$ cat src/rtl/div_pkg.sv
package div_pkg;

  localparam int DIV_W = 32;
  localparam int CNT_W = $clog2(DIV_W + 1);

  typedef logic [DIV_W-1:0] word_t;
  typedef logic [CNT_W-1:0] cnt_t;

  typedef struct packed {
    word_t rem;
    logic  qbit;
  } step_t;

  // absolute value when the operand is treated as signed
  function automatic word_t magnitude(word_t v, logic sgn);
    return (sgn && v[DIV_W-1]) ? word_t'(-v) : v;
  endfunction

  // position of the highest set bit plus one; zero for a zero word
  function automatic cnt_t sig_bits(word_t v);
    cnt_t n;
    n = '0;
    for (int i = 0; i < DIV_W; i++) begin
      if (v[i]) n = cnt_t'(i + 1);
    end
    return n;
  endfunction

  // one restoring step: shift in a bit, subtract when it fits
  function automatic step_t restore_step(word_t rem, logic inbit, word_t dsr);
    logic [DIV_W+1:0] trial;
    step_t s;
    trial  = {1'b0, rem, inbit} - {2'b00, dsr};
    s.qbit = ~trial[DIV_W+1];
    s.rem  = s.qbit ? trial[DIV_W-1:0] : {rem[DIV_W-2:0], inbit};
    return s;
  endfunction

endpackage

$ cat src/rtl/div_prep.sv
module div_prep
  import div_pkg::*;
(
  input  word_t dividend,
  input  word_t divisor,
  input  logic  signed_mode,
  output word_t dvd_aligned,
  output word_t dsr_mag,
  output cnt_t  n_iter,
  output logic  neg_quo,
  output logic  neg_rem,
  output logic  zero_dsr
);

  word_t mag_a;
  cnt_t  nbits;

  always_comb begin
    mag_a       = magnitude(dividend, signed_mode);
    dsr_mag     = magnitude(divisor, signed_mode);
    nbits       = sig_bits(mag_a);
    zero_dsr    = (divisor == '0);
    // early-in: place the top set bit at the MSB
    dvd_aligned = mag_a << (DIV_W - int'(nbits));
    n_iter      = zero_dsr ? '0 : nbits;
    neg_quo     = signed_mode && (dividend[DIV_W-1] ^ divisor[DIV_W-1]) && !zero_dsr;
    neg_rem     = signed_mode && dividend[DIV_W-1] && !zero_dsr;
  end

  always_comb begin
    assert (nbits <= cnt_t'(DIV_W)) else $error("p_bits_in_range_r3");
  end

endmodule

$ cat src/rtl/div_step.sv
module div_step
  import div_pkg::*;
(
  input  word_t rem_in,
  input  logic  dvd_bit,
  input  word_t dsr,
  output word_t rem_out,
  output logic  qbit
);

  step_t s;

  always_comb begin
    s       = restore_step(rem_in, dvd_bit, dsr);
    rem_out = s.rem;
    qbit    = s.qbit;
  end

  // a nonzero divisor always leaves a partial remainder below it
  always_comb begin
    if (dsr != '0) assert (rem_out < dsr) else $error("p_rem_below_divisor_r1");
  end

endmodule

$ cat src/rtl/int_divider.sv
module int_divider
  import div_pkg::*;
(
  input  logic              clk,
  input  logic              rst_n,
  input  logic              start,
  input  logic              signed_mode,
  input  logic [DIV_W-1:0]  dividend,
  input  logic [DIV_W-1:0]  divisor,
  output logic [DIV_W-1:0]  quotient,
  output logic [DIV_W-1:0]  remainder,
  output logic              busy,
  output logic              done,
  output logic              div_zero
);

  // setup results
  word_t pre_dvd, pre_dsr;
  cnt_t  pre_n;
  logic  pre_negq, pre_negr, pre_dz;

  div_prep u_prep (
    .dividend    (dividend),
    .divisor     (divisor),
    .signed_mode (signed_mode),
    .dvd_aligned (pre_dvd),
    .dsr_mag     (pre_dsr),
    .n_iter      (pre_n),
    .neg_quo     (pre_negq),
    .neg_rem     (pre_negr),
    .zero_dsr    (pre_dz)
  );

  // iteration state
  word_t dvd_q, dsr_q, rem_q, quo_q;
  cnt_t  cnt_q;
  logic  busy_q, done_q, negq_q, negr_q, dz_q;
  word_t quot_q, remd_q;
  logic  dzout_q;

  word_t step_rem;
  logic  step_bit;

  div_step u_step (
    .rem_in  (rem_q),
    .dvd_bit (dvd_q[DIV_W-1]),
    .dsr     (dsr_q),
    .rem_out (step_rem),
    .qbit    (step_bit)
  );

  // named internal events
  logic accept_w, iterate_w, finish_w;
  assign accept_w  = start && !busy_q;
  assign iterate_w = busy_q && (cnt_q != '0);
  assign finish_w  = busy_q && (cnt_q == '0);

  always_ff @(posedge clk or negedge rst_n) begin
    if (!rst_n) begin
      dvd_q   <= '0;
      dsr_q   <= '0;
      rem_q   <= '0;
      quo_q   <= '0;
      cnt_q   <= '0;
      busy_q  <= 1'b0;
      done_q  <= 1'b0;
      negq_q  <= 1'b0;
      negr_q  <= 1'b0;
      dz_q    <= 1'b0;
      quot_q  <= '0;
      remd_q  <= '0;
      dzout_q <= 1'b0;
    end else begin
      done_q <= finish_w;
      if (accept_w) begin
        busy_q <= 1'b1;
        dvd_q  <= pre_dvd;
        dsr_q  <= pre_dsr;
        quo_q  <= '0;
        rem_q  <= pre_dz ? dividend : '0;
        cnt_q  <= pre_n;
        negq_q <= pre_negq;
        negr_q <= pre_negr;
        dz_q   <= pre_dz;
      end else if (iterate_w) begin
        dvd_q  <= dvd_q << 1;
        rem_q  <= step_rem;
        quo_q  <= {quo_q[DIV_W-2:0], step_bit};
        cnt_q  <= cnt_q - 1'b1;
      end else if (finish_w) begin
        busy_q  <= 1'b0;
        quot_q  <= dz_q ? '1 : (negq_q ? word_t'(-quo_q) : quo_q);
        remd_q  <= negr_q ? word_t'(-rem_q) : rem_q;
        dzout_q <= dz_q;
      end
    end
  end

  assign quotient  = quot_q;
  assign remainder = remd_q;
  assign busy      = busy_q;
  assign done      = done_q;
  assign div_zero  = dzout_q;

  // assertions
  p_busy_after_accept_r6: assert property (@(posedge clk) disable iff (!rst_n)
    accept_w |=> busy);

  p_restart_blocked_r6: assert property (@(posedge clk) disable iff (!rst_n)
    iterate_w |=> (cnt_q == $past(cnt_q) - 1'b1));

  p_done_single_r5: assert property (@(posedge clk) disable iff (!rst_n)
    done |=> !done);

  p_done_idle_r5: assert property (@(posedge clk) disable iff (!rst_n)
    done |-> (!busy && $past(busy)));

  p_hold_result_r7: assert property (@(posedge clk) disable iff (!rst_n)
    !finish_w |=> ($stable(quotient) && $stable(remainder) && $stable(div_zero)));

  p_zero_div_value_r4: assert property (@(posedge clk) disable iff (!rst_n)
    (done && div_zero) |-> (quotient == '1));

  p_count_bound_r3: assert property (@(posedge clk) disable iff (!rst_n)
    cnt_q <= cnt_t'(DIV_W));

endmodule

$ cat config.mk
export PLATFORM = sky130hd
export DESIGN_NAME = int_divider
export DESIGN_NICKNAME = d
export VERILOG_FILES = /design/src/rtl/div_pkg.sv /design/src/rtl/div_prep.sv /design/src/rtl/div_step.sv /design/src/rtl/int_divider.sv
export SDC_FILE = /design/constraint.sdc
export NUM_CORES = 1
export LEC_CHECK = 0
export ABC_CLOCK_PERIOD_IN_PS = 2700
export BUFFER_PORTS_ARGS = -buffer_cell sky130_fd_sc_hd__buf_2
export CAP_MARGIN = 20
export CELL_PAD_IN_SITES_DETAIL_PLACEMENT = 0
export CELL_PAD_IN_SITES_GLOBAL_PLACEMENT = 1
export CORE_MARGIN = 3
export CORE_UTILIZATION = 35
export DETAILED_ROUTE_END_ITERATION = 6
export HOLD_SLACK_MARGIN = 0.12
export PLACE_DENSITY_LB_ADDON = 0.1
export RECOVER_POWER = 100
export SYNTH_ARGS = -nofsm -noshare
export SYNTH_HDL_FRONTEND = slang
export SYNTH_HIERARCHICAL = 1
export SYNTH_SLANG_ARGS = --single-unit
$ cat constraint.sdc
create_clock -name clk -period 2.7 [get_ports clk]
set_input_delay 0.135 -clock clk [delete_from_list [all_inputs] [get_ports clk]]
set_output_delay 0.135 -clock clk [all_outputs]
set_load 0.02 [all_outputs]
### Yosys cells after proc, flatten, opt, wreduce, memory -nomap -nowiden

Index checks and enable logic that the tools add are counted.

* $add $sub $neg: 7
* equal/unequal tests: 1
* shift operators: 1
* mux-type cells: 51
* bitwise logic cells: 4
* reductions and logical operators: 17

Operators by type and width (number)
* $mux 32: 13
* $neg 32->32: 4
* $mux 5: 16
* $sub 33x32->34: 1
* $logic_not 32->1: 1
* $mux 4: 8
* $shl 32x32->32: 1
* $mux 6: 4
* $mux 3: 4
* $logic_and 1x1->1: 8
* $sub 6x6->7 const A: 1
* $logic_not 6->1: 1
* $reduce_bool 6->1: 1
* $sub 6x1->6 const B: 1
* $mux 1: 4
* $mux 2: 2
* $reduce_bool 2->1: 2
* $not 1->1: 3
* $reduce_and 3->1: 1
* $logic_not 1->1: 2
* $ne 2x2->1 const B: 1
* $reduce_and 2->1: 1
* $xor 1x1->1: 1

* flip-flop bits (word level): 204
* bits of input ports: 68
* output and inout bits: 67
* word-level logic and storage cells: 94

### Depth between registers and ports, before layout

Gate-level depths: netlist of run 1.

* word-level depth: 37
* depth in mapped cells: 26
* mapped depth without buffers: 20

### Modules after synthesis

Netlist of run 1, hierarchy kept.

Modules (own cells, without submodules)
* int_divider: times used 1, cells an instance 1053, area each 9439.1 um^2, sequential area each 5104.9 um^2
* div_prep: times used 1, cells an instance 652, area each 4374.2 um^2, sequential area each 0.0 um^2
* div_step: times used 1, cells an instance 373, area each 2429.8 um^2, sequential area each 0.0 um^2

### Worst setup path before layout of run 1

No wires, ideal clock.

* kind: in2reg
* start point: input port dividend[0]
* end point: register dvd_q[29]
* setup time: 0.066 ns
* arrival time: 5.705 ns
* required time: 2.634 ns
* slack: -3.071 ns
* cell stages on the path: 26
* path buffers: 6
* path through: clkbuf_1 -> inv_1 -> ha_1 -> or3b_2 -> clkbuf_1 -> nor4_4 -> a21oi_1 -> a311o_1 -> a211oi_1 -> a21oi_1 -> a21oi_2 -> buf_2 -> buf_1 -> ha_1 -> nand2b_1 -> clkbuf_1 -> nor2b_1 -> clkbuf_1 -> a22oi_1 -> mux2_2 -> mux2_2 -> nor2b_1 -> a211o_1 -> o211ai_1 -> a22oi_1 -> nand2_1

* cells in the longest elaborated chain, start to end: 37

RTL lines
* start, declared: RTL line int_divider.sv:8 `input logic [DIV_W-1:0] dividend,`
* $neg 32->32: RTL line div_pkg.sv:16 `return (sgn && v[DIV_W-1]) ? word_t'(-v) : v;`
* $mux 32 (*): RTL line div_pkg.sv:16
* $mux 1: RTL line div_pkg.sv:24 `if (v[i]) n = cnt_t'(i + 1);`
* $mux 2 (2 in a row): RTL line div_pkg.sv:24
* $mux 3 (4 in a row): RTL line div_pkg.sv:24
* $mux 4 (8 in a row): RTL line div_pkg.sv:24
* $mux 5 (16 in a row): RTL line div_pkg.sv:24
* $mux 6: RTL line div_pkg.sv:24
* $sub 6x6->7: RTL line div_prep.sv:24 `dvd_aligned = mag_a << (DIV_W - int'(nbits));`
* $shl 32x32->32 (*): RTL line div_prep.sv:24
* via pre_dvd[29]: RTL line int_divider.sv:18 `word_t pre_dvd, pre_dsr;`
* $mux 32 (*): RTL line int_divider.sv:75 `if (accept_w) begin`
* end signal, assigned: RTL line int_divider.sv:77 `dvd_q <= pre_dvd;`
* end signal, assigned: RTL line int_divider.sv:86 `dvd_q <= dvd_q << 1;`
* end, declared: RTL line int_divider.sv:35 `word_t dvd_q, dsr_q, rem_q, quo_q;`

Mark *: on every way through the listed nets, which the timed path passes. The rest lies on a longest branch.
A chain may end at the register's enable or synchronous reset.

### Worst setup path after layout of run 1

* start point: input port dividend[6]
* end point: register dvd_q[15]

* cells in the longest elaborated chain, start to end: 31

RTL lines (RTL line)
* $neg 32->32: div_pkg.sv:16
* $mux 32 (*): div_pkg.sv:16
* $mux 3: div_pkg.sv:24
* $mux 4 (8 in a row): div_pkg.sv:24
* $mux 5 (16 in a row): div_pkg.sv:24
* $mux 6: div_pkg.sv:24
* $sub 6x6->7: div_prep.sv:24
* $shl 32x32->32 (*): div_prep.sv:24
* via pre_dvd[15]: int_divider.sv:18
* $mux 32 (*): int_divider.sv:75

Marks and branches as above.

==> flow_results.xml, run 1 <==
<?xml version="1.0" encoding="UTF-8"?>
<metrics>
  <group name="synth">
    <metric name="post-synth-top-area-fraction" unit="%">31.43</metric>
    <metric name="synth-adder-area-share" unit="%">3.127</metric>
    <metric name="yosys.area_share.xor_xnor" unit="%">7.711</metric>
    <metric name="post_synth_and_or_nand_nor_area_fraction" unit="%">24.03</metric>
    <metric name="synth.lib_cells_used.distinct" unit="">105</metric>
    <metric name="synth.largest_area_cell" unit="">sky130_fd_sc_hd__dfrtp_1</metric>
    <metric name="area_fraction_in_compound_gates_after_synthesis" unit="%">23.40</metric>
    <metric name="synthCells" unit="">2078</metric>
    <metric name="asyncSetResetFlopFracSynth" unit="%">100.0</metric>
    <metric name="synthTopCellsByCount" unit="">sky130_fd_sc_hd__nand2_1 (426), sky130_fd_sc_hd__dfrtp_1 (204), sky130_fd_sc_hd__nor2_1 (137)</metric>
    <metric name="postSynthRegisterBits" unit="">204</metric>
    <metric name="post_synth_edffs" unit="">0</metric>
    <metric name="synth-main-ff-cell" unit="">sky130_fd_sc_hd__dfrtp_1</metric>
    <metric name="synthTopCellsByArea" unit="">sky130_fd_sc_hd__dfrtp_1 (31%), sky130_fd_sc_hd__nand2_1 (9.8%), sky130_fd_sc_hd__xor2_1 (4.5%), sky130_fd_sc_hd__a21oi_1 (4.1%), sky130_fd_sc_hd__mux2i_1 (3.5%)</metric>
    <metric name="post_synth_instance_area" unit="um^2">16240</metric>
    <metric name="ys.warnings.count" unit="">6</metric>
    <metric name="yosysSeqAreaShare" unit="%">31.43</metric>
    <metric name="postSynthAreaPerCell" unit="um^2">7.817</metric>
    <metric name="synth.most_common_cell" unit="">sky130_fd_sc_hd__nand2_1</metric>
    <metric name="syn_nets" unit="">2186</metric>
    <metric name="synth_top_family_by_area" unit="">simple AND/OR/NAND/NOR gates</metric>
    <metric name="yosys-mux-area-fraction" unit="%">4.807</metric>
  </group>
  <group name="power_and_ir_drop">
    <metric name="sw_frac_of_total" unit="%">46.45</metric>
    <metric name="power_switching" unit="mW">13.42</metric>
    <metric name="share_comb_of_total_power" unit="%">68.7</metric>
    <metric name="max-vdd-ir-drop" unit="mV">0.6340</metric>
    <metric name="p_total" unit="mW">28.88</metric>
    <metric name="seq_power_share" unit="%">19.6</metric>
    <metric name="pwr_per_cell_area" unit="nW/um^2">1217</metric>
    <metric name="clkPwrFrac" unit="%">11.7</metric>
    <metric name="leakagePower" unit="nW">10.67</metric>
    <metric name="p_int" unit="mW">15.47</metric>
  </group>
  <group name="die">
    <metric name="floorplan.core_area" unit="um^2">45580</metric>
    <metric name="floorplan.initialDensity" unit="%">35.64</metric>
    <metric name="die_width" unit="um">221.4</metric>
    <metric name="floorplan.die_area" unit="um^2">49030</metric>
    <metric name="die_h" unit="um">221.4</metric>
    <metric name="num_rows" unit="">78</metric>
    <metric name="top_level_ports" unit="">135</metric>
  </group>
  <group name="clocking">
    <metric name="master_cell_of_the_clock_root_buffer" unit="">sky130_fd_sc_hd__clkbuf_16</metric>
    <metric name="numCtsBuffers" unit="">25</metric>
    <metric name="worst_skew_pair.late_latency" unit="ps">550</metric>
    <metric name="cts.reportedPaths.clkPinSlew" unit="ps">60</metric>
    <metric name="tritoncts" unit="">done</metric>
    <metric name="htreeDepth" unit="">1</metric>
    <metric name="cts.sink_count" unit="">204</metric>
    <metric name="cts_buffer_depth" unit="">3</metric>
  </group>
  <group name="routing">
    <metric name="routed.top_layer" unit="">met5</metric>
    <metric name="met1_layer_wirelength_in_the_final_routing" unit="um">28490</metric>
    <metric name="post_drt_wl_per_cell" unit="um">19.40</metric>
    <metric name="routed_wire_length_on_met2" unit="um">29640</metric>
    <metric name="remaining_design_rule_violation_count" unit="">0</metric>
    <metric name="vias" unit="">17540</metric>
    <metric name="met3_length" unit="um">3032</metric>
    <metric name="routed_wl" unit="um">62920</metric>
    <metric name="dr.first_iter.drc_count" unit="">1403</metric>
    <metric name="remaining_number_of_nets_flagged_by_the_antenna_check_after_routing" unit="">0</metric>
    <metric name="drt_first_pass_iters" unit="">5</metric>
    <metric name="viasPerCell" unit="">5.408</metric>
  </group>
  <group name="worst_setup_path">
    <metric name="cp_slowest_cell" unit="">sky130_fd_sc_hd__or4_4</metric>
    <metric name="critical_path_required" unit="ps">3190</metric>
    <metric name="crit_path_start_kind" unit="">primary input</metric>
    <metric name="path_max_fanout" unit="">6</metric>
    <metric name="critical_path_cell_by_cell" unit="">buf_6, or4_4, buf_6, nor4_4, buf_4, a21oi_2, a311o_2, a211oi_4, a21oi_2, a21oi_4, ha_4, nand2b_4, nor2b_4, buf_6, a22oi_2, mux2i_2, mux2i_1, buf_4, mux2_4, buf_6, nor2_4, a22oi_2, nand2_1</metric>
    <metric name="critical-path-top-cell-by-count" unit="">sky130_fd_sc_hd__buf_6</metric>
    <metric name="critPathKind" unit="">in -&gt; reg</metric>
    <metric name="worst_ep_arrival_time" unit="ps">4350</metric>
    <metric name="timing.critical_path.to_type" unit="">register</metric>
    <metric name="critical-path-max-stage-delay" unit="ps">590</metric>
  </group>
  <group name="sta">
    <metric name="final.setup.worst_slack" unit="ps">-1158</metric>
    <metric name="max_slew_margin" unit="%">-19.18</metric>
    <metric name="worst-slew-pin-transition" unit="ps">1788</metric>
    <metric name="finalMaxSlewViolations" unit="">74</metric>
    <metric name="hold-worst-slack" unit="ps">145.3</metric>
    <metric name="report.final.setup_viol" unit="">39</metric>
    <metric name="clock.fmax" unit="MHz">259.2</metric>
    <metric name="min_period_over_period" unit="%">142.9</metric>
    <metric name="clock_skew" unit="ps">12.13</metric>
    <metric name="layout_min_cycle_time" unit="ps">3858</metric>
    <metric name="rsz0062_at_grt" unit="">yes</metric>
    <metric name="finalHoldViolations" unit="">0</metric>
  </group>
  <group name="grt">
    <metric name="antenna_violations_before_repair" unit="">2</metric>
    <metric name="grt_pass1_vias" unit="">17050</metric>
    <metric name="globalRouteOverflowTotal" unit="">0</metric>
    <metric name="grt_util_all_layers" unit="%">24.22</metric>
    <metric name="maximum_number_of_pins_on_one_net_before_global_route_repair" unit="">74</metric>
    <metric name="global_route_wire_length_before_repair" unit="um">96830</metric>
  </group>
  <group name="layout">
    <metric name="num-nets-final" unit="">2735</metric>
    <metric name="area_delta_synth_final" unit="%">46.09</metric>
    <metric name="layout-drive-gt1-share" unit="%">33.03</metric>
  </group>
  <group name="placed_design">
    <metric name="finalWeightedCongestion" unit="">0.9274</metric>
    <metric name="io_buffer_count" unit="">134</metric>
    <metric name="dp_hpwl" unit="um">47420</metric>
  </group>
  <group name="min_path">
    <metric name="hold_path_class" unit="">in -&gt; reg</metric>
  </group>
  <group name="status">
    <metric name="status" unit="">complete, but fails checks</metric>
    <metric name="failing_checks" unit="">max-capacitance violations, max-slew violations, negative setup slack</metric>
  </group>
  <group name="flow_run">
    <metric name="drv_cap" unit="">1</metric>
  </group>
</metrics>
-- sequential cells by signal, summed over array words and instances, names as in the netlist --
register,count
div_zero,1
cnt_q,6
quotient,32
dvd_q,32
busy,1
quo_q,32
negr_q,1
dz_q,1
rem_q,32
remainder,32
done,1
negq_q,1
dsr_q,32
-- area by class of cell --
cell class	count	area, um^2
fill	4422	21850
sequential	204	5107
clock inverter	8	108.9
timing repair buffer	660	5091
antenna	1	2.502
clock buffer	35	703.2
multi-input combinational	1662	11670
tap	600	750.7
inverter	74	292.8
-- logic make-up after synthesis --
logic type | count (synthesis)
flops | 204
simple gates | 836
buf+inv | 212
mux | 74
fa+ha+maj | 40
compound gates | 572
xor+xnor | 140
-- layout by cell type (no fill, tap or decap), types with 32 or more instances in the layout --
cell,n
sky130_fd_sc_hd__buf_2,64
sky130_fd_sc_hd__dlygate4sd3_1,54
sky130_fd_sc_hd__o21ai_0,74
sky130_fd_sc_hd__dfrtp_1,202
sky130_fd_sc_hd__o31ai_1,32
sky130_fd_sc_hd__nor2_1,121
sky130_fd_sc_hd__inv_1,58
sky130_fd_sc_hd__buf_6,39
sky130_fd_sc_hd__nand3_1,62
sky130_fd_sc_hd__clkbuf_1,74
sky130_fd_sc_hd__xor2_1,83
sky130_fd_sc_hd__xnor2_1,49
sky130_fd_sc_hd__a21oi_1,110
sky130_fd_sc_hd__nor3_1,32
sky130_fd_sc_hd__nand2_1,401
sky130_fd_sc_hd__mux2i_1,43
sky130_fd_sc_hd__buf_4,410
sky130_fd_sc_hd__a31oi_1,54
-- layer usage --
metal	global-route usage (%)	up-vias
met5	0	-
met4	6.109	2
met3	3.038	98
met2	40.50	427
met1	33.34	8473
li1	-	8543
-- critical path, delay by kind of cell --
kind / cells / cell delay [ps]
simple gates: 6 / 1480
compound gates: 7 / 1060
buf+inv: 6 / 870
mux: 3 / 630
fa+ha+maj: 1 / 160
-- repair_timing --
| action | 4_1_cts | 5_1_grt |
|---|---|---|
| gates resized for setup | 105 | 210 |
| pin swaps | 51 | 118 |
| endpoints found under the hold margin | 205 | 0 |
| hold buffers | 54 | 0 |
| endpoints found under the setup margin | 65 | 78 |
| setup buffers | 30 | 35 |
| cloned | 1 | 6 |
-- worst paths after layout --
| check | start | endpoint | slack, ps | cells after the start |
|---|---|---|---|---|
| max in group asynchronous | rst_n | dsr_q[0] | 300 | 3 |
| min in group asynchronous | rst_n | quotient[19] | 610 | 2 |
| worst min register to register | dsr_q[20] | dsr_q[20] | 470 | 2 |
| worst max-delay path | dividend[6] | dvd_q[15] | -1160 | 23 |
| worst max register to register | dsr_q[1] | rem_q[12] | -130 | 13 |
| worst min-delay path | dividend[4] | rem_q[4] | 150 | 4 |
-- power groups by stage --
| stage | clock, mW | combinational (mW) | sequential [mW] |
|---|---|---|---|
| 3_5_place_dp | 0 | 16.8 | 5.63 |
| 6_report | 3.38 | 19.8 | 5.66 |
| 4_1_cts | 3.48 | 17.7 | 5.62 |
| 3_3_place_gp | 0 | 16.6 | 5.60 |
| 2_1_floorplan | 0 | 10.1 | 6.10 |
| 5_1_grt | 3.59 | 21.6 | 5.84 |
-- through the flow --
| step | setup WS [ps] | util (%) | setup TNS [ps] | std cells | area (um^2) |
|---|---|---|---|---|---|
| after global routing | -1280 | 52.06 | -45410 | 3243 | 23730 |
| after global placement | -1726 | 45.34 | -57320 | 3080 | 20670 |
| final | -1158 | 52.06 | -32650 | 3244 | 23730 |
| after floorplan | -1914 | - | -50790 | 2078 | 16770 |
| after CTS | -1055 | 49.82 | -29400 | 3207 | 22700 |
| after detailed placement | -1766 | 45.34 | -59130 | 3080 | 20670 |
Power figures use the tool's default switching activity.
==> run 2, diff against run 1 <==
- ABC_CLOCK_PERIOD_IN_PS: 2700 -> 4100
- clock period: 2.7 -> 4.1 ns (I/O delays scaled with it)
==> run 2 against run 1 <==
Compared with the run above: the run ends with max-capacitance violations, max-slew violations left; highest routed layer is now met4; combinational power down 52%; non-clock buffer count down 236; wire length down 7.2%; register-to-register slack better by 760 ps; die area unchanged; sequential cell count unchanged; via count down 7.1%; global-route usage down 1.4 points; clock power down 32%; critical path depth down 1; largest cell class unchanged.
==> flow_results.xml, run 2 (synthesis results as in run 1) <==
<?xml version="1.0" encoding="UTF-8"?>
<metrics>
  <group name="status">
    <metric name="status" unit="">complete, but fails checks</metric>
    <metric name="failing_checks" unit="">max-capacitance violations, max-slew violations</metric>
  </group>
  <group name="layout">
    <metric name="layout-drive-gt1-share" unit="%">20.02</metric>
    <metric name="multiInputGateArea" unit="um^2">10620</metric>
    <metric name="num-nets-final" unit="">2500</metric>
    <metric name="seq_area" unit="um^2">5105</metric>
    <metric name="area_delta_synth_final" unit="%">26.77</metric>
    <metric name="final.fill_count" unit="">4733</metric>
    <metric name="antenna_diode_instance_count" unit="">0</metric>
    <metric name="layout_commonest_cell" unit="">sky130_fd_sc_hd__nand2_1</metric>
    <metric name="mostFrequentLayoutCells" unit="">sky130_fd_sc_hd__nand2_1 (425), sky130_fd_sc_hd__buf_4 (237), sky130_fd_sc_hd__dfrtp_1 (204)</metric>
  </group>
  <group name="power_and_ir_drop">
    <metric name="leakagePower" unit="nW">9.194</metric>
    <metric name="pwr_per_cell_area" unit="nW/um^2">768.7</metric>
    <metric name="p_total" unit="mW">15.83</metric>
    <metric name="max-vdd-ir-drop" unit="mV">0.3862</metric>
  </group>
  <group name="sta">
    <metric name="hold-worst-slack" unit="ps">165.9</metric>
    <metric name="layout_min_cycle_time" unit="ps">3926</metric>
    <metric name="finalHoldViolations" unit="">0</metric>
    <metric name="max_slew_margin" unit="%">-66.64</metric>
    <metric name="rsz0062_at_grt" unit="">yes</metric>
    <metric name="report.final.setup_viol" unit="">0</metric>
    <metric name="clock_skew" unit="ps">15.43</metric>
    <metric name="min_period_over_period" unit="%">95.77</metric>
    <metric name="worst-slew-pin-transition" unit="ps">2500</metric>
    <metric name="clock.fmax" unit="MHz">254.7</metric>
    <metric name="finalMaxSlewViolations" unit="">95</metric>
  </group>
  <group name="worst_setup_path">
    <metric name="timing.critical_path.to_type" unit="">register</metric>
    <metric name="critical_path_cell_by_cell" unit="">buf_2, or4_4, buf_4, nor3_4, a21oi_1, xnor2_2, o31ai_1, nand4b_1, a21oi_4, ha_4, nand2b_4, nand2b_1, buf_4, o2bb2ai_1, mux2i_1, nand2_1, nand2_1, mux2_2, buf_4, nor2_1, a22oi_1, nand2_1</metric>
    <metric name="worst_ep_arrival_time" unit="ps">4410</metric>
    <metric name="path_max_fanout" unit="">8</metric>
    <metric name="r2r-end" unit="">rem_q[31]</metric>
    <metric name="cp_slowest_cell" unit="">sky130_fd_sc_hd__or4_4</metric>
    <metric name="critical_path_buf_inv_count" unit="">4</metric>
    <metric name="worstRegToRegCells" unit="">11</metric>
    <metric name="regToRegSetupSlack" unit="ps">630</metric>
    <metric name="critPathKind" unit="">in -&gt; reg</metric>
    <metric name="crit-reg2reg-launch" unit="">rem_q[17]</metric>
    <metric name="critical-path-max-stage-delay" unit="ps">620</metric>
    <metric name="critical_path_required" unit="ps">4580</metric>
    <metric name="critical-path-top-delay-family" unit="">simple AND/OR/NAND/NOR gates</metric>
    <metric name="crit_path_start_kind" unit="">primary input</metric>
  </group>
  <group name="routing">
    <metric name="routed_wl" unit="um">58410</metric>
    <metric name="dr.first_iter.drc_count" unit="">1282</metric>
    <metric name="remaining_number_of_nets_flagged_by_the_antenna_check_after_routing" unit="">0</metric>
    <metric name="drt_first_pass_iters" unit="">5</metric>
    <metric name="viasPerCell" unit="">5.410</metric>
    <metric name="vias" unit="">16290</metric>
    <metric name="remaining_design_rule_violation_count" unit="">0</metric>
    <metric name="post_drt_wl_per_cell" unit="um">19.39</metric>
  </group>
  <group name="placed_design">
    <metric name="finalWeightedCongestion" unit="">0.9594</metric>
    <metric name="dp_hpwl" unit="um">45070</metric>
    <metric name="io_buffer_count" unit="">134</metric>
  </group>
  <group name="clocking">
    <metric name="tritoncts" unit="">done</metric>
    <metric name="worst_skew_pair.late_latency" unit="ps">550</metric>
    <metric name="cts.sink_count" unit="">204</metric>
    <metric name="numCtsBuffers" unit="">26</metric>
    <metric name="cts.reportedPaths.clkPinSlew" unit="ps">60</metric>
    <metric name="cts_buffer_depth" unit="">3</metric>
    <metric name="master_cell_of_the_clock_root_buffer" unit="">sky130_fd_sc_hd__clkbuf_16</metric>
    <metric name="htreeDepth" unit="">1</metric>
  </group>
  <group name="min_path">
    <metric name="min_from" unit="">dividend[6]</metric>
    <metric name="min_to" unit="">rem_q[6]</metric>
    <metric name="hold_path_class" unit="">in -&gt; reg</metric>
    <metric name="timing.hold.worst_path_depth" unit="">4</metric>
  </group>
  <group name="grt">
    <metric name="grt_pass1_vias" unit="">15800</metric>
    <metric name="global_route_wire_length_before_repair" unit="um">91420</metric>
    <metric name="maximum_number_of_pins_on_one_net_before_global_route_repair" unit="">96</metric>
    <metric name="grt_util_all_layers" unit="%">22.86</metric>
    <metric name="antenna_violations_before_repair" unit="">0</metric>
    <metric name="globalRouteOverflowTotal" unit="">0</metric>
  </group>
  <group name="die">
    <metric name="top_level_ports" unit="">135</metric>
    <metric name="floorplan.core_area" unit="um^2">45580</metric>
    <metric name="num_rows" unit="">78</metric>
    <metric name="floorplan.die_area" unit="um^2">49030</metric>
    <metric name="die_width" unit="um">221.4</metric>
    <metric name="floorplan.initialDensity" unit="%">35.64</metric>
    <metric name="die_h" unit="um">221.4</metric>
  </group>
  <group name="flow_run">
    <metric name="drv_cap" unit="">1</metric>
  </group>
</metrics>
## run 2: changes by cell type in the layout (fill, tap and decap cells not counted), moves of 16 or more
cell	change
sky130_fd_sc_hd__o21ai_2	-16
sky130_fd_sc_hd__o21ai_0	+32
sky130_fd_sc_hd__buf_6	-39
sky130_fd_sc_hd__a21oi_1	+18
sky130_fd_sc_hd__buf_4	-173
sky130_fd_sc_hd__nand2_2	-17
sky130_fd_sc_hd__nand2_1	+24
## run 2: worst max-delay path by stage
stage | from | endpoint | slack [ps] | cells past startpoint
6_report | dividend[6] | dvd_q[15] | 170 | 22
5_1_grt | dividend[6] | dvd_q[15] | -30 | 21
4_1_cts | dividend[1] | dvd_q[31] | 80 | 20
3_5_place_dp | dividend[1] | dvd_q[31] | -500 | 20
3_3_place_gp | dividend[6] | dvd_q[13] | -470 | 18
2_1_floorplan | dividend[1] | dvd_q[29] | -590 | 26
## run 2: layout make-up
| class | count | share of cell area [%] |
|---|---|---|
| Multi-Input combinational cell | 1662 | 51.56 |
| Sequential cell | 204 | 24.79 |
| Timing Repair Buffer | 424 | 14.47 |
| Tap cell | 600 | 3.646 |
| Clock buffer | 39 | 3.591 |
| Inverter | 74 | 1.385 |
| Clock inverter | 9 | 0.5530 |
## run 2: where the power goes
part / switching, mW / total (mW) / internal (mW)
Sequential: 1.04 / 4.00 / 2.96
Combinational: 5.74 / 9.54 / 3.80
Clock: 0.916 / 2.29 / 1.37
## run 2: timing repair
| item | CTS | global route |
|---|---|---|
| setup buffers | 0 | 3 |
| hold buffers | 40 | 0 |
| gates resized for setup | 0 | 10 |
| setup endpoints to repair | 0 | 23 |
| hold endpoints to repair | 125 | 0 |
## run 2: routing by layer
metal	vias up	share of wire (%)	wire [um]	global-route usage (%)
li1	8067	-	-	-
met4	0	2.4	1415	5.222
met5	-	0	0	0
met1	7789	47	27690	32.21
met2	374	46	26900	37.76
met3	64	4.1	2392	2.627
## run 2: worst register-to-register path, stage by stage (launching register included)
cell and delay, ps:
sky130_fd_sc_hd__dfrtp_1 520, sky130_fd_sc_hd__ha_1 480, sky130_fd_sc_hd__a211oi_2 280, sky130_fd_sc_hd__o211ai_1 160, sky130_fd_sc_hd__a21oi_1 260, sky130_fd_sc_hd__o22ai_1 150, sky130_fd_sc_hd__nor3_4 490, sky130_fd_sc_hd__inv_2 310
sky130_fd_sc_hd__and4b_1 280, sky130_fd_sc_hd__a211oi_2 200, sky130_fd_sc_hd__nand2_1 80, sky130_fd_sc_hd__a31oi_1 160
## run 2: stage by stage
| step | setup TNS [ps] | util (%) | instances | setup slack [ps] | cell area [um^2] |
|---|---|---|---|---|---|
| 3_5_place_dp | -8899 | 42.51 | 2921 | -504.4 | 19370 |
| 2_1_floorplan | -8456 | - | 2078 | -585.9 | 16690 |
| 4_1_cts | 0 | 45.26 | 3009 | 83.23 | 20630 |
| 3_3_place_gp | -7876 | 42.51 | 2921 | -474.0 | 19370 |
| 5_1_grt | -51.86 | 45.18 | 3012 | -31.03 | 20590 |
| 6_report | 0 | 45.18 | 3012 | 173.6 | 20590 |
==> run 3, diff against run 2 <==
- CORE_UTILIZATION: 35 -> 40
==> run 3 against run 2 <==
Compared with the run above: the flow still finishes with violations (max-capacitance violations, max-slew violations); power is 0.94% lower; fmax up 0.54%; critical path depth stayed put; register-to-register slack lost 180 ps; sequential cell count unchanged; largest cell class unchanged; die area shrank 12%; sequential share of layout area grew 0.16 points; combinational power is 0.7% lower; worst hold slack lost 11 ps; critical endpoint is now dvd_q[29]; global-route usage increased by 2.9 points; first-iteration DRC count decreased by 3.6%.
==> flow_results.xml, run 3 (synthesis results as in run 1) <==
<?xml version="1.0" encoding="UTF-8"?>
<metrics>
  <group name="layout">
    <metric name="layout_commonest_cell" unit="">sky130_fd_sc_hd__nand2_1</metric>
    <metric name="non_filler_instances" unit="">2930</metric>
    <metric name="multiInputGateArea" unit="um^2">10680</metric>
    <metric name="mostFrequentLayoutCells" unit="">sky130_fd_sc_hd__nand2_1 (425), sky130_fd_sc_hd__buf_4 (229), sky130_fd_sc_hd__dfrtp_1 (204)</metric>
    <metric name="seq_area" unit="um^2">5105</metric>
    <metric name="final.fill_count" unit="">3955</metric>
    <metric name="num-nets-final" unit="">2499</metric>
    <metric name="area_delta_synth_final" unit="%">25.95</metric>
    <metric name="layout-drive-gt1-share" unit="%">19.83</metric>
    <metric name="final_core_utilization" unit="%">51.26</metric>
    <metric name="fin_area" unit="um^2">20460</metric>
    <metric name="antenna_diode_instance_count" unit="">0</metric>
  </group>
  <group name="die">
    <metric name="floorplan.initialDensity" unit="%">40.69</metric>
    <metric name="die_h" unit="um">207.5</metric>
    <metric name="top_level_ports" unit="">135</metric>
    <metric name="die_width" unit="um">207.5</metric>
    <metric name="floorplan.die_area" unit="um^2">43060</metric>
    <metric name="floorplan.core_area" unit="um^2">39910</metric>
    <metric name="num_rows" unit="">73</metric>
  </group>
  <group name="worst_setup_path">
    <metric name="cp_slowest_cell" unit="">sky130_fd_sc_hd__a311o_2</metric>
    <metric name="critical_path_required" unit="ps">4590</metric>
    <metric name="path_max_fanout" unit="">8</metric>
    <metric name="worst_ep_arrival_time" unit="ps">4390</metric>
    <metric name="critPathKind" unit="">in -&gt; reg</metric>
    <metric name="critical_path_cell_by_cell" unit="">buf_2, inv_4, ha_4, or3b_4, nor4_4, buf_4, a21oi_1, a311o_2, a211oi_2, a21oi_2, a21oi_4, ha_4, nand2b_4, nor2b_4, a22oi_2, mux2_4, mux2_4, nor2b_4, a211o_1, o211ai_1, a22oi_1, nand2_1</metric>
    <metric name="critical_path_buf_inv_count" unit="">3</metric>
    <metric name="critical-path-top-delay-family" unit="">compound AO/OA/AOI/OAI gates</metric>
    <metric name="timing.critical_path.to_type" unit="">register</metric>
    <metric name="crit_path_start_kind" unit="">primary input</metric>
    <metric name="critical-path-max-stage-delay" unit="ps">410</metric>
  </group>
  <group name="status">
    <metric name="status" unit="">complete, but fails checks</metric>
    <metric name="failing_checks" unit="">max-capacitance violations, max-slew violations</metric>
  </group>
  <group name="routing">
    <metric name="remaining_number_of_nets_flagged_by_the_antenna_check_after_routing" unit="">0</metric>
    <metric name="vias" unit="">16430</metric>
    <metric name="post_drt_wl_per_cell" unit="um">19.64</metric>
    <metric name="drt_first_pass_iters" unit="">5</metric>
    <metric name="dr.first_iter.drc_count" unit="">1236</metric>
    <metric name="routed_wl" unit="um">57550</metric>
    <metric name="viasPerCell" unit="">5.608</metric>
    <metric name="remaining_design_rule_violation_count" unit="">0</metric>
  </group>
  <group name="grt">
    <metric name="grtUsageMet2" unit="%">42.81</metric>
    <metric name="grt_util_met1" unit="%">35.83</metric>
    <metric name="globalRouteOverflowTotal" unit="">0</metric>
    <metric name="grt.busiest_layer" unit="">met2</metric>
    <metric name="grt_pass1_vias" unit="">16050</metric>
    <metric name="use_met3" unit="%">2.690</metric>
    <metric name="grt_util_all_layers" unit="%">25.76</metric>
    <metric name="antenna_violations_before_repair" unit="">0</metric>
    <metric name="maximum_number_of_pins_on_one_net_before_global_route_repair" unit="">108</metric>
    <metric name="global_route_wire_length_before_repair" unit="um">90880</metric>
  </group>
  <group name="clocking">
    <metric name="cts.sink_count" unit="">204</metric>
    <metric name="tritoncts" unit="">done</metric>
    <metric name="cts.reportedPaths.clkPinSlew" unit="ps">50</metric>
    <metric name="numCtsBuffers" unit="">27</metric>
    <metric name="cts_buffer_depth" unit="">3</metric>
    <metric name="master_cell_of_the_clock_root_buffer" unit="">sky130_fd_sc_hd__clkbuf_16</metric>
    <metric name="worst_skew_pair.late_latency" unit="ps">560</metric>
    <metric name="htreeDepth" unit="">1</metric>
  </group>
  <group name="min_path">
    <metric name="hold_path_class" unit="">in -&gt; reg</metric>
  </group>
  <group name="power_and_ir_drop">
    <metric name="power_switching" unit="mW">7.686</metric>
    <metric name="p_int" unit="mW">7.993</metric>
    <metric name="sw_frac_of_total" unit="%">49.02</metric>
    <metric name="seq_power_share" unit="%">25.6</metric>
    <metric name="p_total" unit="mW">15.68</metric>
    <metric name="leakagePower" unit="nW">9.132</metric>
    <metric name="clkPwrFrac" unit="%">14.0</metric>
    <metric name="share_comb_of_total_power" unit="%">60.4</metric>
    <metric name="pwr_per_cell_area" unit="nW/um^2">766.4</metric>
    <metric name="max-vdd-ir-drop" unit="mV">0.3294</metric>
  </group>
  <group name="placed_design">
    <metric name="place_worst_setup_slack" unit="ps">-685.5</metric>
    <metric name="placed_cell_area" unit="um^2">19260</metric>
    <metric name="dp_hpwl" unit="um">44170</metric>
    <metric name="finalWeightedCongestion" unit="">0.9365</metric>
    <metric name="dpl.cell_count" unit="">2842</metric>
    <metric name="io_buffer_count" unit="">134</metric>
  </group>
  <group name="flow_run">
    <metric name="drv_cap" unit="">4</metric>
  </group>
  <group name="sta">
    <metric name="hold-worst-slack" unit="ps">155.0</metric>
    <metric name="clock.fmax" unit="MHz">256.1</metric>
    <metric name="max_slew_margin" unit="%">-90.70</metric>
    <metric name="final.setup.worst_slack" unit="ps">194.7</metric>
    <metric name="worst-slew-pin-transition" unit="ps">2861</metric>
    <metric name="clock_skew" unit="ps">10.63</metric>
    <metric name="layout_min_cycle_time" unit="ps">3905</metric>
    <metric name="min_period_over_period" unit="%">95.25</metric>
    <metric name="finalHoldViolations" unit="">0</metric>
    <metric name="report.final.setup_viol" unit="">0</metric>
    <metric name="finalMaxSlewViolations" unit="">308</metric>
    <metric name="rsz0062_at_grt" unit="">yes</metric>
    <metric name="timing.setup.tns" unit="ps">0</metric>
  </group>
</metrics>
==> run 3: worst reg2reg max path, stage by stage, from the launching register on <==
cell and delay (ps):
sky130_fd_sc_hd__dfrtp_1 520, sky130_fd_sc_hd__ha_1 470, sky130_fd_sc_hd__a211oi_1 330, sky130_fd_sc_hd__o211ai_1 160, sky130_fd_sc_hd__a21oi_1 240, sky130_fd_sc_hd__o22ai_1 150
sky130_fd_sc_hd__nor3_4 580, sky130_fd_sc_hd__clkbuf_1 600, sky130_fd_sc_hd__o21ai_0 190, sky130_fd_sc_hd__nand2_1 90, sky130_fd_sc_hd__a31oi_1 100
==> run 3: power groups by stage <==
stage / Sequential [mW] / Combinational (mW) / Clock, mW
2_1_floorplan: 4.01 / 6.62 / 0
3_3_place_gp: 4.00 / 9.41 / 0
3_5_place_dp: 4.02 / 9.50 / 0
4_1_cts: 3.99 / 9.58 / 2.25
5_1_grt: 4.14 / 10.5 / 2.34
6_report: 4.02 / 9.47 / 2.19
==> run 3: path summary, 6_finish.rpt <==
| check | start | endpoint | slack (ps) | cells past startpoint |
|---|---|---|---|---|
| hold / removal | dividend[4] | rem_q[4] | 150 | 4 |
| setup reg to reg | rem_q[17] | rem_q[8] | 450 | 10 |
| setup / recovery | dividend[1] | dvd_q[29] | 190 | 22 |
| min in group asynchronous | rst_n | quotient[22] | 1060 | 2 |
| hold reg to reg | dsr_q[19] | dsr_q[19] | 470 | 2 |
| max in group asynchronous | rst_n | dvd_q[19] | 790 | 3 |
==> run 3: cell type report <==
type	count	area share [%]
clock buffers	38	3.602
clock inverters	5	0.3180
inverters	74	1.394
multi-input cells	1662	52.22
flip-flops and latches	204	24.95
well taps	525	3.211
repair buffers	422	14.30
==> run 3: repair_timing <==
item / 4_1_cts / 5_1_grt
hold endpoints to repair: 139 / 0
setup buffers: 0 / 5
hold buffers: 40 / 0
setup endpoints to repair: 9 / 27
gates resized for setup: 1 / 25
pin swaps: 0 / 7
==> run 3: layer usage <==
metal / vias up / share of wire [%]
li1: 8060 / -
met1: 7858 / 46
met2: 418 / 46
met3: 95 / 4.4
met4: 0 / 3.1
met5: - / 0
